===== src/rtl/elt_pkg.sv =====
package elt_pkg;

    typedef enum logic [2:0] {
        ST_IDLE,
        ST_DRAIN,
        ST_FILL,
        ST_SEND,
        ST_ECHO,
        ST_SKIP
    } elt_state_e;

    typedef struct packed {
        logic       timeout;
        logic [7:0] chunk;
    } elt_fault_t;

    function automatic logic [7:0] sum8(input logic [7:0] acc, input logic [7:0] b);
        return acc + b;
    endfunction

endpackage


===== src/rtl/elt_chunk_buf.sv =====
module elt_chunk_buf #(
    parameter int DEPTH = 15,
    localparam int IW = $clog2(DEPTH + 1)
) (
    input  logic          clk,
    input  logic          wr_en,
    input  logic [IW-1:0] wr_idx,
    input  logic [7:0]    wr_data,
    input  logic [IW-1:0] rd_idx,
    output logic [7:0]    rd_data,
    input  logic [IW-1:0] cmp_idx,
    output logic [7:0]    cmp_data
);
    logic [7:0] slot [DEPTH];

    always_ff @(posedge clk) begin
        if (wr_en && (wr_idx < IW'(DEPTH))) begin
            slot[wr_idx] <= wr_data;
        end
    end

    always_comb begin
        rd_data  = (rd_idx  < IW'(DEPTH)) ? slot[rd_idx]  : 8'h00;
        cmp_data = (cmp_idx < IW'(DEPTH)) ? slot[cmp_idx] : 8'h00;
    end
endmodule


===== src/rtl/elt_echo_timer.sv =====
module elt_echo_timer #(
    parameter int LIMIT = 64,
    localparam int CW = $clog2(LIMIT + 1)
) (
    input  logic clk,
    input  logic rst,
    input  logic run,
    input  logic kick,
    output logic expired
);
    logic [CW-1:0] cnt;

    assign expired = (cnt == CW'(LIMIT));

    always_ff @(posedge clk) begin
        if (rst || !run || kick) begin
            cnt <= '0;
        end else if (!expired) begin
            cnt <= cnt + 1'b1;
        end
    end
endmodule


===== src/rtl/echo_line_tx.sv =====
module echo_line_tx
    import elt_pkg::*;
#(
    parameter int CHUNK_MAX = 15,
    parameter int ECHO_TMO  = 64,
    parameter int CIDX_W    = 8
) (
    input  logic              clk,
    input  logic              rst,
    input  logic              cksum_en,
    input  logic              in_valid,
    input  logic [7:0]        in_data,
    input  logic              in_last,
    output logic              in_ready,
    output logic              tx_valid,
    output logic [7:0]        tx_data,
    input  logic              tx_ready,
    input  logic              rx_valid,
    input  logic [7:0]        rx_data,
    output logic              rx_ready,
    output logic              busy,
    output logic              done,
    output logic              err,
    output logic              err_timeout,
    output logic [CIDX_W-1:0] err_chunk
);
    localparam int IW = $clog2(CHUNK_MAX + 1);
    localparam logic [IW-1:0] FULL = IW'(CHUNK_MAX);

    elt_state_e        st;
    logic [IW-1:0]     len, tx_idx, rx_idx;
    logic [7:0]        sum;
    logic              ck_en_q, ck_pend, last_seen, mism;
    logic [CIDX_W-1:0] chunk_q;

    logic       in_acc, rx_acc, echo_acc, wr_en, tmo_hit, put_ck;
    logic [7:0] wr_data, cmp_data;

    // stream control
    assign put_ck   = (st == ST_FILL) && ck_pend && (len < FULL);
    assign in_ready = ((st == ST_FILL) && !last_seen && (len < FULL)) || (st == ST_SKIP);
    assign in_acc   = in_valid && in_ready;
    assign tx_valid = (st == ST_SEND);
    assign rx_ready = (st == ST_DRAIN) ||
                      (((st == ST_SEND) || (st == ST_ECHO)) && (rx_idx < len));
    assign rx_acc   = rx_valid && rx_ready;
    assign echo_acc = rx_acc && (st != ST_DRAIN);
    assign busy     = (st != ST_IDLE);

    assign wr_en   = put_ck || ((st == ST_FILL) && in_acc);
    assign wr_data = ck_pend ? sum : in_data;

    elt_chunk_buf #(.DEPTH(CHUNK_MAX)) u_buf (
        .clk      (clk),
        .wr_en    (wr_en),
        .wr_idx   (len),
        .wr_data  (wr_data),
        .rd_idx   (tx_idx),
        .rd_data  (tx_data),
        .cmp_idx  (rx_idx),
        .cmp_data (cmp_data)
    );

    elt_echo_timer #(.LIMIT(ECHO_TMO)) u_tmr (
        .clk     (clk),
        .rst     (rst),
        .run     (st == ST_ECHO),
        .kick    (echo_acc),
        .expired (tmo_hit)
    );

    elt_fault_t fault;
    always_comb begin
        fault.timeout = (rx_idx != len);
        fault.chunk   = 8'(chunk_q);
    end

    always_ff @(posedge clk) begin
        if (rst) begin
            st          <= ST_IDLE;
            len         <= '0;
            tx_idx      <= '0;
            rx_idx      <= '0;
            sum         <= '0;
            ck_en_q     <= 1'b0;
            ck_pend     <= 1'b0;
            last_seen   <= 1'b0;
            mism        <= 1'b0;
            chunk_q     <= '0;
            done        <= 1'b0;
            err         <= 1'b0;
            err_timeout <= 1'b0;
            err_chunk   <= '0;
        end else begin
            done <= 1'b0;
            err  <= 1'b0;

            // echo collection runs while sending and while waiting
            if (echo_acc) begin
                rx_idx <= rx_idx + 1'b1;
                if (rx_data != cmp_data) mism <= 1'b1;
            end

            unique case (st)
                ST_IDLE: if (in_valid) begin
                    st        <= ST_DRAIN;
                    ck_en_q   <= cksum_en;
                    sum       <= '0;
                    chunk_q   <= '0;
                    last_seen <= 1'b0;
                    ck_pend   <= 1'b0;
                end
                ST_DRAIN: if (!rx_valid) begin
                    st     <= ST_FILL;
                    len    <= '0;
                    tx_idx <= '0;
                    rx_idx <= '0;
                    mism   <= 1'b0;
                end
                ST_FILL: begin
                    if (put_ck) begin
                        len     <= len + 1'b1;
                        ck_pend <= 1'b0;
                        st      <= ST_SEND;
                    end else if ((last_seen && !ck_pend) || (len == FULL)) begin
                        st <= ST_SEND;
                    end else if (in_acc) begin
                        len <= len + 1'b1;
                        sum <= sum8(sum, in_data);
                        if (in_last) begin
                            last_seen <= 1'b1;
                            ck_pend   <= ck_en_q;
                        end
                    end
                end
                ST_SEND: if (tx_ready) begin
                    tx_idx <= tx_idx + 1'b1;
                    if (tx_idx == len - 1'b1) st <= ST_ECHO;
                end
                ST_ECHO: begin
                    if ((rx_idx == len && mism) || (rx_idx != len && tmo_hit)) begin
                        err         <= 1'b1;
                        err_timeout <= fault.timeout;
                        err_chunk   <= CIDX_W'(fault.chunk);
                        st          <= last_seen ? ST_IDLE : ST_SKIP;
                    end else if (rx_idx == len) begin
                        if (last_seen && !ck_pend) begin
                            done <= 1'b1;
                            st   <= ST_IDLE;
                        end else begin
                            st      <= ST_FILL;
                            len     <= '0;
                            tx_idx  <= '0;
                            rx_idx  <= '0;
                            mism    <= 1'b0;
                            chunk_q <= chunk_q + 1'b1;
                        end
                    end
                end
                ST_SKIP: if (in_acc && in_last) st <= ST_IDLE;
                default: st <= ST_IDLE;
            endcase
        end
    end
endmodule


===== config.mk =====
export PLATFORM = sky130hd
export DESIGN_NAME = echo_line_tx
export DESIGN_NICKNAME = d
export VERILOG_FILES = /design/src/rtl/elt_pkg.sv /design/src/rtl/elt_chunk_buf.sv /design/src/rtl/elt_echo_timer.sv /design/src/rtl/echo_line_tx.sv
export SDC_FILE = /design/constraint.sdc
export NUM_CORES = 1
export LEC_CHECK = 0
export ABC_AREA = 1
export BUFFER_PORTS_ARGS = -buffer_cell sky130_fd_sc_hd__buf_4
export CORE_ASPECT_RATIO = 0.5
export CORE_UTILIZATION = 43
export DETAILED_ROUTE_END_ITERATION = 8
export PLACE_DENSITY = 0.69
export SYNTH_ARGS = -nofsm -noshare
export SYNTH_HDL_FRONTEND = slang
export SYNTH_SLANG_ARGS = --single-unit

===== constraint.sdc =====
create_clock -name clk -period 4.9 [get_ports clk]
set_input_delay 0.245 -clock clk [delete_from_list [all_inputs] [get_ports clk]]
set_output_delay 0.245 -clock clk [all_outputs]
set_load 0.05 [all_outputs]

==> flow_metrics.py, run 1 <==
metrics = {
    "outcome": {
        "status": "complete, no violations",
    },
    "critical_path": {
        "crit_path_max_fanout": 26,
        "worstSetupEndpointType": "output pin",
        "r2r_setup_slack_ns": 1.99,
        "crit_path_start_kind": "flop",
        "max_stage_delay_ns": 0.72,
        "crit_path_cell_trace": "clkinv_1 -> o211ai_1 -> nand2_1 -> a21oi_1 -> a211oi_1 -> a311oi_1 -> buf_4",
        "required_ns": 4.66,
        "arrival_ns": 2.84,
        "criticalPathCategory": "flop to output pin",
        "cpMaxStageDelayCell": "clkinv_1",
        "r2r_cells": 10,
    },
    "power": {
        "power.leakage_nw": 4.38,
        "power_switching_mw": 2.03,
        "pwr-share-clk": 0.261,
        "p_comb_frac": 0.379,
        "swShare": 0.407,
        "seqPwrFrac": 0.359,
        "power_density_nw_per_um2": 468,
        "p_total_mw": 4.97,
        "vdd_drop_max_uv": 269,
        "internal_power_mw": 2.95,
    },
    "flow_run": {
        "maxCapViolations": 0,
    },
    "timing": {
        "setup_viol": 0,
        "fin_setup_tns_ns": 0,
        "tightest_slew_ns": 1.07,
        "post-route-period-util": 0.630,
        "fmax_mhz": 324,
        "rsz0062_at_grt": "false",
        "finalHoldViolCount": 0,
        "worst_clock_skew_ns": 0.0113,
        "slew_headroom": 0.278,
        "slew_viol_final": 0,
        "finalCriticalPeriod_ns": 3.09,
    },
    "logic_synthesis": {
        "synth.distinct_cells": 48,
        "synth_seq_area_share": 0.499,
        "ys_ff_latch": 177,
        "netlist_area_sq_um": 9510,
        "syn_nets": 1212,
        "netlist_instances": 1168,
        "yosysWarnings": 0,
        "syn_avg_cell_area_sq_um": 8.14,
    },
    "worst_hold_path": {
        "min_path_type": "input port to flop",
        "hold_depth": 3,
    },
    "clock_tree": {
        "hold_buffers": 0,
        "clk_latency_ns": 0.44,
        "cts.root.buffer_cell": "clkbuf_16",
        "clkSinkCount": 177,
        "ctsLongestPathBuffers": 2,
        "cts_resized": 0,
        "numCtsBuffers": 17,
        "clk_pin_slew_worst_paths_ns": 0.07,
        "postCtsSetupBuffers": 0,
        "h-tree-depth": 4,
        "cts_tree": "built",
    },
    "layout": {
        "final_core_util": 0.490,
        "final_layout_size_suffix_gt1_frac": 0.106,
        "fillerInstances": 2079,
        "fin_area_sq_um": 10600,
        "layout.nets": 1236,
        "syn2layout_area_growth_pct": 11.7,
        "n_antenna_cell": 0,
        "final_common_cell": "nand2_1",
        "layout_common_cells": "302 x nand2_1, 137 x inv_1, 120 x edfxtp_1, 102 x nor2_1, 85 x o21ai_0",
    },
    "route": {
        "drcViolationCount": 0,
        "drtIter0Drc": 1077,
        "wirelength_mm": 26.6,
        "wire_per_inst_microns": 17.7,
        "first_pass_iters": 5,
        "vias": 8259,
        "ant_nets": 0,
        "viasPerCell": 5.50,
    },
    "floorplanning": {
        "fp.dieW_microns": 212,
        "die_height_microns": 107,
        "core_area_sq_um": 21700,
        "die-area_sq_um": 22800,
        "start_util": 0.439,
        "rows": 38,
        "ioPinCount": 46,
    },
    "global_routing": {
        "grt_usage": 0.243,
        "grt_pass1_vias": 7757,
        "overflow": 0,
        "grt_pass1_wl_mm": 41.8,
        "antenna_found_initial": 1,
        "grt_max_degree": 82,
    },
    "placement": {
        "hpwl_mm": 17.6,
        "gp_congestion": 0.879,
        "placed_cell_area_sq_um": 10100,
        "io_buffer_count": 45,
    },
}
through the flow:
| stage | worst slack [ns] | hold slack (ns) | cells |
|---|---|---|---|
| final | 1.81 | 0.101 | 1503 |
| after floorplan | 2.21 | 0.410 | 1168 |
| after CTS | 1.82 | 0.0946 | 1503 |
| after detailed placement | 2.03 | 0.446 | 1473 |
| after global routing | 1.61 | 0.119 | 1503 |
| after global placement | 2.17 | 0.433 | 1473 |
final timing paths:
check,end,startpoint
max reg2reg,tx_idx[2]$_SDFFE_PP0P_,rx_idx[0]$_SDFF_PP0_
min reg2reg,chunk_q[6]$_SDFFE_PP0P_,chunk_q[6]$_SDFFE_PP0P_
min,ck_en_q$_SDFFE_PP0P_,cksum_en
max,tx_data[2],flop
area by class of cell:
| type | count | area (sq um) | share of cell area |
|---|---|---|---|
| sequential | 177 | 4750 | 0.447 |
| timing repair buffer | 53 | 398 | 0.0374 |
| inverter | 151 | 567 | 0.0533 |
| multi-input combinational | 792 | 3990 | 0.376 |
| clock inverter | 13 | 123 | 0.0115 |
| tap | 300 | 375 | 0.0353 |
| clock buffer | 17 | 425 | 0.0400 |
cell usage after synthesis, drive strengths merged:
| master | number | area (sq um) |
|---|---|---|
| o211ai | 23 | 173 |
| dfxtp | 57 | 1140 |
| nand4 | 7 | 58.8 |
| o211a | 1 | 10.0 |
| buf | 22 | 114 |
| edfxtp | 120 | 3600 |
| or2 | 3 | 18.8 |
| a21oi | 75 | 379 |
| xnor2 | 5 | 43.8 |
| xor2 | 9 | 78.8 |
| nor3b | 4 | 40.0 |
| nand3 | 82 | 428 |
| clkinv | 3 | 11.3 |
| a211oi | 11 | 87.6 |
| a311oi | 8 | 70.1 |
| nand3b | 1 | 7.51 |
| o311ai | 1 | 8.76 |
| o31ai | 1 | 7.51 |
| fa | 1 | 20.0 |
| inv | 148 | 556 |
| clkbuf | 26 | 97.6 |
| nand2 | 310 | 1200 |
| nor3 | 15 | 101 |
| ha | 20 | 250 |
| o21ai | 88 | 444 |
| nor4 | 1 | 6.26 |
| o22ai | 11 | 68.8 |
| a21o | 1 | 7.51 |
| nor2 | 114 | 482 |
sequential cells by signal, summed over array words and instances (netlist names), 3 cells and up, named ones only:
| signal | flops |
|---|---|
| chunk_q | 8 |
| err_chunk | 8 |
| len | 4 |
| rx_idx | 4 |
| st | 3 |
| sum | 8 |
| tx_idx | 4 |
| u_buf.slot | 120 |
| u_tmr.cnt | 7 |
routing by layer:
metal,vias up,global-route usage,share of wire
met2,403,0.372,0.44
met5,-,0,0.00045
li1,3934,-,-
met3,70,0.0507,0.084
met1,3850,0.333,0.45
met4,2,0.103,0.031
logic make-up after synthesis:
group,share of synthesized area
AND/OR/NAND/NOR,0.246
AO/OA/AOI/OAI,0.132
buffers and inverters,0.0818
flip-flops,0.499
adder cells (fa/ha/maj),0.0284
XOR/XNOR,0.0129
power by group through the flow:
stage / combinational, mW / clock [mW] / sequential [mW]
5_1_grt: 2.05 / 1.37 / 1.80
3_5_place_dp: 1.85 / 0 / 1.82
4_1_cts: 1.86 / 1.32 / 1.79
2_1_floorplan: 1.34 / 0 / 1.82
3_3_place_gp: 1.83 / 0 / 1.81
6_report: 1.89 / 1.30 / 1.79
worst max-delay path: cells and delay by family, from the launching register on:
family | cells | cell delay (ns)
compound gates | 4 | 0.99
flops | 1 | 0.33
simple gates | 1 | 0.09
buf+inv | 2 | 0.99
Power figures use the tool's default switching activity.
==> run 2, diff against run 1 <==
ABC_AREA = 0   (was 1)
clock period = 3.05 ns   (was 4.9 ns; I/O delays follow)
==> flow_metrics.py, run 2 <==
metrics = {
    "critical_path": {
        "crit_path_cell_trace": "buf_4 -> mux4_2 -> nor2b_1 -> a21oi_1 -> xnor2_1 -> nor3_1 -> a41o_1 -> a311oi_1",
        "cpMaxStageDelayCell": "dfxtp_1",
        "max_stage_delay_ns": 0.69,
        "cp_top_family": "flip-flops",
        "cp_num_buf_inv": 1,
        "worstSetupEndpointType": "flop",
        "r2r_setup_slack_ns": 0.29,
        "crit_path_start_kind": "flop",
        "criticalPathCategory": "flop to flop",
        "crit_path_max_fanout": 10,
        "required_ns": 3.34,
        "arrival_ns": 3.05,
    },
    "logic_synthesis": {
        "synth_top_area_frac": 0.404,
        "synth.distinct_cells": 57,
        "yosysMostFrequentCell": "edfxtp_1",
        "syn_avg_cell_area_sq_um": 12.8,
        "ys_ff_latch": 177,
        "synth_ff_type": "edfxtp_1",
        "synth_area_leaders": "edfxtp_1 40%, dfxtp_1 13%, mux4_2 12%, mux2i_1 5.2%, xnor2_1 2.9%",
        "synth_edf_count": 120,
        "syn_nets": 741,
        "netlist_area_sq_um": 8920,
        "async_reset_ff_frac": 0,
        "netlist_instances": 697,
        "synth_commonest_cells": "120 x edfxtp_1, 57 x dfxtp_1, 56 x nor2_1",
        "yosysTopAreaCell": "edfxtp_1",
        "synth_seq_area_share": 0.532,
        "yosysWarnings": 0,
    },
    "layout": {
        "n_antenna_cell": 0,
        "multi_input_area_sq_um": 3930,
        "top_register": "u_buf.slot",
        "final_layout_size_suffix_gt1_frac": 0.232,
        "layoutNonFillerInstCount": 1030,
        "syn2layout_area_growth_pct": 14.8,
        "largest_register_ff_count": 120,
        "layout.nets": 795,
        "fillerInstances": 1664,
        "seqCellArea_sq_um": 4750,
        "layout_common_cells": "120 x edfxtp_1, 71 x buf_4, 56 x nor2_1, 55 x dfxtp_1, 47 x mux4_2",
        "final_common_cell": "edfxtp_1",
    },
    "timing": {
        "slew_headroom": 0.487,
        "finalCriticalPeriod_ns": 2.76,
        "finalHoldViolCount": 0,
        "rsz0062_at_grt": "false",
        "fin_setup_tns_ns": 0,
        "fmax_mhz": 363,
        "post-route-period-util": 0.904,
        "setup_viol": 0,
        "worst_clock_skew_ns": 0.0125,
        "slew_viol_final": 0,
        "tightest_slew_ns": 0.767,
    },
    "worst_hold_path": {
        "min_path_type": "input port to flop",
    },
    "global_routing": {
        "grt_pass1_vias": 5933,
        "grt_pass1_wl_mm": 33.0,
        "grt_usage": 0.205,
        "overflow": 0,
        "antenna_found_initial": 0,
        "grt_max_degree": 41,
    },
    "clock_tree": {
        "cts.root.buffer_cell": "clkbuf_16",
        "clk_latency_ns": 0.43,
        "clk_pin_slew_worst_paths_ns": 0.08,
        "h-tree-depth": 4,
        "numCtsBuffers": 17,
        "cts_resized": 0,
        "cts_tree": "built",
        "hold_buffers": 1,
        "postCtsSetupBuffers": 0,
        "ctsLongestPathBuffers": 2,
        "clkSinkCount": 177,
    },
    "route": {
        "wire_per_inst_microns": 20.1,
        "viasPerCell": 5.70,
        "ant_nets": 0,
        "first_pass_iters": 5,
        "drcViolationCount": 0,
        "wirelength_mm": 20.7,
        "vias": 5875,
        "drtIter0Drc": 466,
    },
    "power": {
        "pwr-share-clk": 0.332,
        "swShare": 0.322,
        "p_comb_frac": 0.243,
        "vdd_drop_max_uv": 344,
        "internal_power_mw": 4.39,
        "power_density_nw_per_um2": 634,
        "power.leakage_nw": 3.40,
        "seqPwrFrac": 0.426,
        "power_switching_mw": 2.09,
    },
    "placement": {
        "io_buffer_count": 45,
        "gp_congestion": 0.803,
        "dp.cells": 997,
        "hpwl_mm": 14.5,
    },
    "flow_run": {
        "maxCapViolations": 0,
    },
    "floorplanning": {
        "start_util": 0.449,
        "core_area_sq_um": 19900,
        "rows": 36,
        "die_height_microns": 104,
        "fp.dieW_microns": 206,
        "die-area_sq_um": 21300,
        "ioPinCount": 46,
    },
    "outcome": {
        "status": "complete, no violations",
    },
}
[run 2: changes by cell type after synthesis, sizes merged, moves of 16 or more]
cell	previous run	this run
a21oi	75	37
o211ai	23	0
nand3	82	21
o21ai	88	24
xnor2	5	30
xor2	9	26
nor2	114	58
mux2i	0	46
nor2b	0	16
nand2	310	41
mux4	0	47
inv	148	14
[run 2: final timing paths]
kind / endpoint / start / cells past startpoint
worst max-delay path: mism$_SDFF_PP0_ / rx_idx[0]$_SDFF_PP0_ / 8
worst max register to register: mism$_SDFF_PP0_ / rx_idx[0]$_SDFF_PP0_ / 8
worst min register to register: ck_en_q$_SDFFE_PP0P_ / ck_en_q$_SDFFE_PP0P_ / 2
worst min-delay path: ck_pend$_SDFFE_PP0P_ / in_last / 3
[run 2: layout make-up]
| cell class | count | share of cell area |
|---|---|---|
| Clock inverter | 14 | 0.0156 |
| Multi-Input combinational cell | 467 | 0.384 |
| Inverter | 14 | 0.00514 |
| Clock buffer | 18 | 0.0419 |
| Tap cell | 266 | 0.0325 |
| Timing Repair Buffer | 74 | 0.0570 |
| Sequential cell | 177 | 0.464 |
[run 2: cell families after synthesis]
family,synth area share
compound gates,0.0630
xor+xnor,0.0550
fa+ha+maj,0.0303
buf+inv,0.0272
flops,0.532
mux,0.186
simple gates,0.107
[run 2: metrics by stage]
stage | hold WS [ns] | area [sq um] | total power, mW | utilization | setup WS [ns]
after detailed placement | 0.427 | 9630 | 4.39 | 0.485 | 0.382
after global placement | 0.426 | 9630 | 4.37 | 0.485 | 0.426
after floorplan | 0.300 | 8920 | 3.94 | - | 0.533
after global routing | 0.0362 | 10200 | 6.74 | 0.515 | 0.118
final | 0.0322 | 10200 | 6.48 | 0.515 | 0.293
after CTS | 0.0231 | 10200 | 6.52 | 0.515 | 0.331
[run 2: tightest hold or removal path: stages]
cell	delay, ns
buf_4	0.13
nand4_1	0.08
a21oi_1	0.05
[run 2: routing by layer]
metal / global-route usage / routed length, microns / up-vias
met5: 0 / 0 / -
met4: 0.0587 / 284 / 0
met3: 0.0444 / 1340 / 22
met1: 0.277 / 9070 / 2963
met2: 0.331 / 10000 / 172
li1: - / - / 2718
[run 2: power by group through the flow]
stage	Sequential [mW]	Clock (mW)	Combinational (mW)
4_1_cts	2.76	2.18	1.58
3_3_place_gp	2.81	0	1.56
2_1_floorplan	2.75	0	1.20
6_report	2.76	2.15	1.57
5_1_grt	2.77	2.26	1.70
3_5_place_dp	2.81	0	1.57
==> run 3, diff against run 2 <==
CORE_ASPECT_RATIO = unset   (was 0.5)
==> flow_metrics.py, run 3 (synthesized netlist as in run 2, its figures left out) <==
metrics = {
    "outcome": {
        "status": "complete, no violations",
    },
    "floorplanning": {
        "die-area_sq_um": 21300,
        "core_area_sq_um": 20300,
        "fp.dieW_microns": 146,
        "die_height_microns": 146,
        "rows": 52,
        "start_util": 0.439,
        "ioPinCount": 46,
    },
    "global_routing": {
        "antenna_found_initial": 0,
        "grt_usage": 0.205,
        "grt_pass1_wl_mm": 33.1,
        "grt_pass1_vias": 6049,
        "grt_max_degree": 41,
        "overflow": 0,
    },
    "route": {
        "drtIter0Drc": 503,
        "top_layer": "met4",
        "drcViolationCount": 0,
        "wirelength_mm": 20.9,
        "viasPerCell": 5.76,
        "vias": 5951,
        "wl_met1_mm": 8.67,
        "wl_met3_mm": 1.67,
        "wl_met2_mm": 10.2,
        "first_pass_iters": 5,
        "wire_per_inst_microns": 20.2,
        "ant_nets": 0,
    },
    "power": {
        "p_total_mw": 6.41,
        "vdd_drop_max_uv": 461,
        "power.leakage_nw": 3.41,
        "power_density_nw_per_um2": 628,
    },
    "timing": {
        "fmax_mhz": 362,
        "slew_headroom": 0.520,
        "finalCriticalPeriod_ns": 2.76,
        "post-route-period-util": 0.905,
        "slew_viol_final": 0,
        "finalWorstSetupSlack_ns": 0.289,
        "tightest_slew_ns": 0.715,
        "fin_setup_tns_ns": 0,
        "timing.hold.ws_ns": 0.0242,
        "finalHoldViolCount": 0,
        "setup_viol": 0,
        "worst_clock_skew_ns": 0.0117,
        "rsz0062_at_grt": "false",
    },
    "placement": {
        "io_buffer_count": 45,
        "placed_cell_area_sq_um": 9640,
        "dp.cells": 1001,
        "hpwl_mm": 14.8,
        "post-place-ws_ns": 0.458,
        "gp_congestion": 0.862,
    },
    "critical_path": {
        "crit_path_cell_trace": "ha_1 -> nor2b_1 -> o21ai_0 -> nand2b_1 -> a21oi_1 -> nand2b_1 -> a22o_1 -> buf_4",
        "worstSetupEndpoint": "rx_ready",
        "arrival_ns": 2.61,
        "required_ns": 2.90,
        "worstSetupEndpointType": "output pin",
        "crit_path_max_fanout": 24,
        "crit_path_start_kind": "flop",
        "r2r_cells": 7,
        "crit_top_cell": "nand2b_1",
        "r2r_setup_slack_ns": 0.40,
        "r2r_end": "mism$_SDFF_PP0_",
        "max_stage_delay_ns": 0.78,
        "crit_start": "rx_idx[1]$_SDFF_PP0_",
        "reg2reg_from": "rx_idx[1]$_SDFF_PP0_",
        "cpMaxStageDelayCell": "dfxtp_2",
        "criticalPathCategory": "flop to output pin",
    },
    "layout": {
        "final_layout_size_suffix_gt1_frac": 0.230,
        "n_antenna_cell": 0,
        "largest_register_ff_count": 120,
        "final_core_util": 0.503,
        "top_register": "u_buf.slot",
        "fillerInstances": 1752,
        "multi_input_area_sq_um": 3930,
        "syn2layout_area_growth_pct": 14.5,
        "seqCellArea_sq_um": 4750,
        "layoutNonFillerInstCount": 1034,
        "fin_area_sq_um": 10200,
        "layout_common_cells": "120 x edfxtp_1, 71 x buf_4, 56 x nor2_1, 55 x dfxtp_1, 47 x mux4_2",
        "final_common_cell": "edfxtp_1",
        "layout.nets": 795,
    },
    "flow_run": {
        "maxCapViolations": 0,
    },
    "clock_tree": {
        "clk_latency_ns": 0.44,
        "cts_resized": 0,
        "clkSinkCount": 177,
        "ctsLongestPathBuffers": 2,
        "clk_pin_slew_worst_paths_ns": 0.06,
        "cts_tree": "built",
        "numCtsBuffers": 17,
        "cts.root.buffer_cell": "clkbuf_16",
        "h-tree-depth": 4,
        "postCtsSetupBuffers": 0,
    },
    "worst_hold_path": {
        "min_path_type": "input port to flop",
    },
}
[run 3: cell count changes in the layout (fill, tap and decap cells not counted), moves of 2 or more]
cell / delta
inv_4: +2
inv_1: +2
inv_8: -2
clkinv_2: +3
clkinv_8: -4
inv_6: -2
[run 3: worst min-delay path by stage]
stage / from / end / slack (ns) / cells past startpoint
global placement: cksum_en / ck_en_q$_SDFFE_PP0P_ / 0.42 / 3
global route: in_last / ck_pend$_SDFFE_PP0P_ / 0.05 / 3
detailed placement: cksum_en / ck_en_q$_SDFFE_PP0P_ / 0.43 / 3
finish: in_last / ck_pend$_SDFFE_PP0P_ / 0.02 / 3
floorplan: cksum_en / ck_en_q$_SDFFE_PP0P_ / 0.30 / 2
CTS: in_last / ck_pend$_SDFFE_PP0P_ / 0.02 / 3
[run 3: worst max-delay path, delay by kind of cell (launching register included)]
kind            cells  cell delay (ns)
buf+inv             1             0.19
compound gates      3             0.48
fa+ha+maj           1             0.37
flops               1             0.78
simple gates        3             0.35
[run 3: per-layer routing]
layer / up-vias / GRT usage
li1: 2712 / -
met1: 2969 / 0.273
met2: 244 / 0.338
met4: 0 / 0.0682
met3: 26 / 0.0376
met5: - / 0
[run 3: layout make-up]
| class | count | share of cell area |
|---|---|---|
| sequential | 177 | 0.465 |
| inverter | 14 | 0.00515 |
| multi-input combinational | 467 | 0.385 |
| timing repair buffer | 74 | 0.0571 |
| clock inverter | 13 | 0.0109 |
| tap | 270 | 0.0331 |
| clock buffer | 19 | 0.0435 |
[run 3: what timing repair did]
item                       CTS  global route
setup endpoints to repair    0             0
hold endpoints to repair     1             0
hold buffers                 1             0
[run 3: report_power, final]
| part | switching (mW) | internal [mW] | leakage (nW) |
|---|---|---|---|
| combinational | 0.933 | 0.654 | 1.58 |
| sequential | 0.0970 | 2.64 | 1.54 |
| clock | 0.934 | 1.15 | 0.290 |
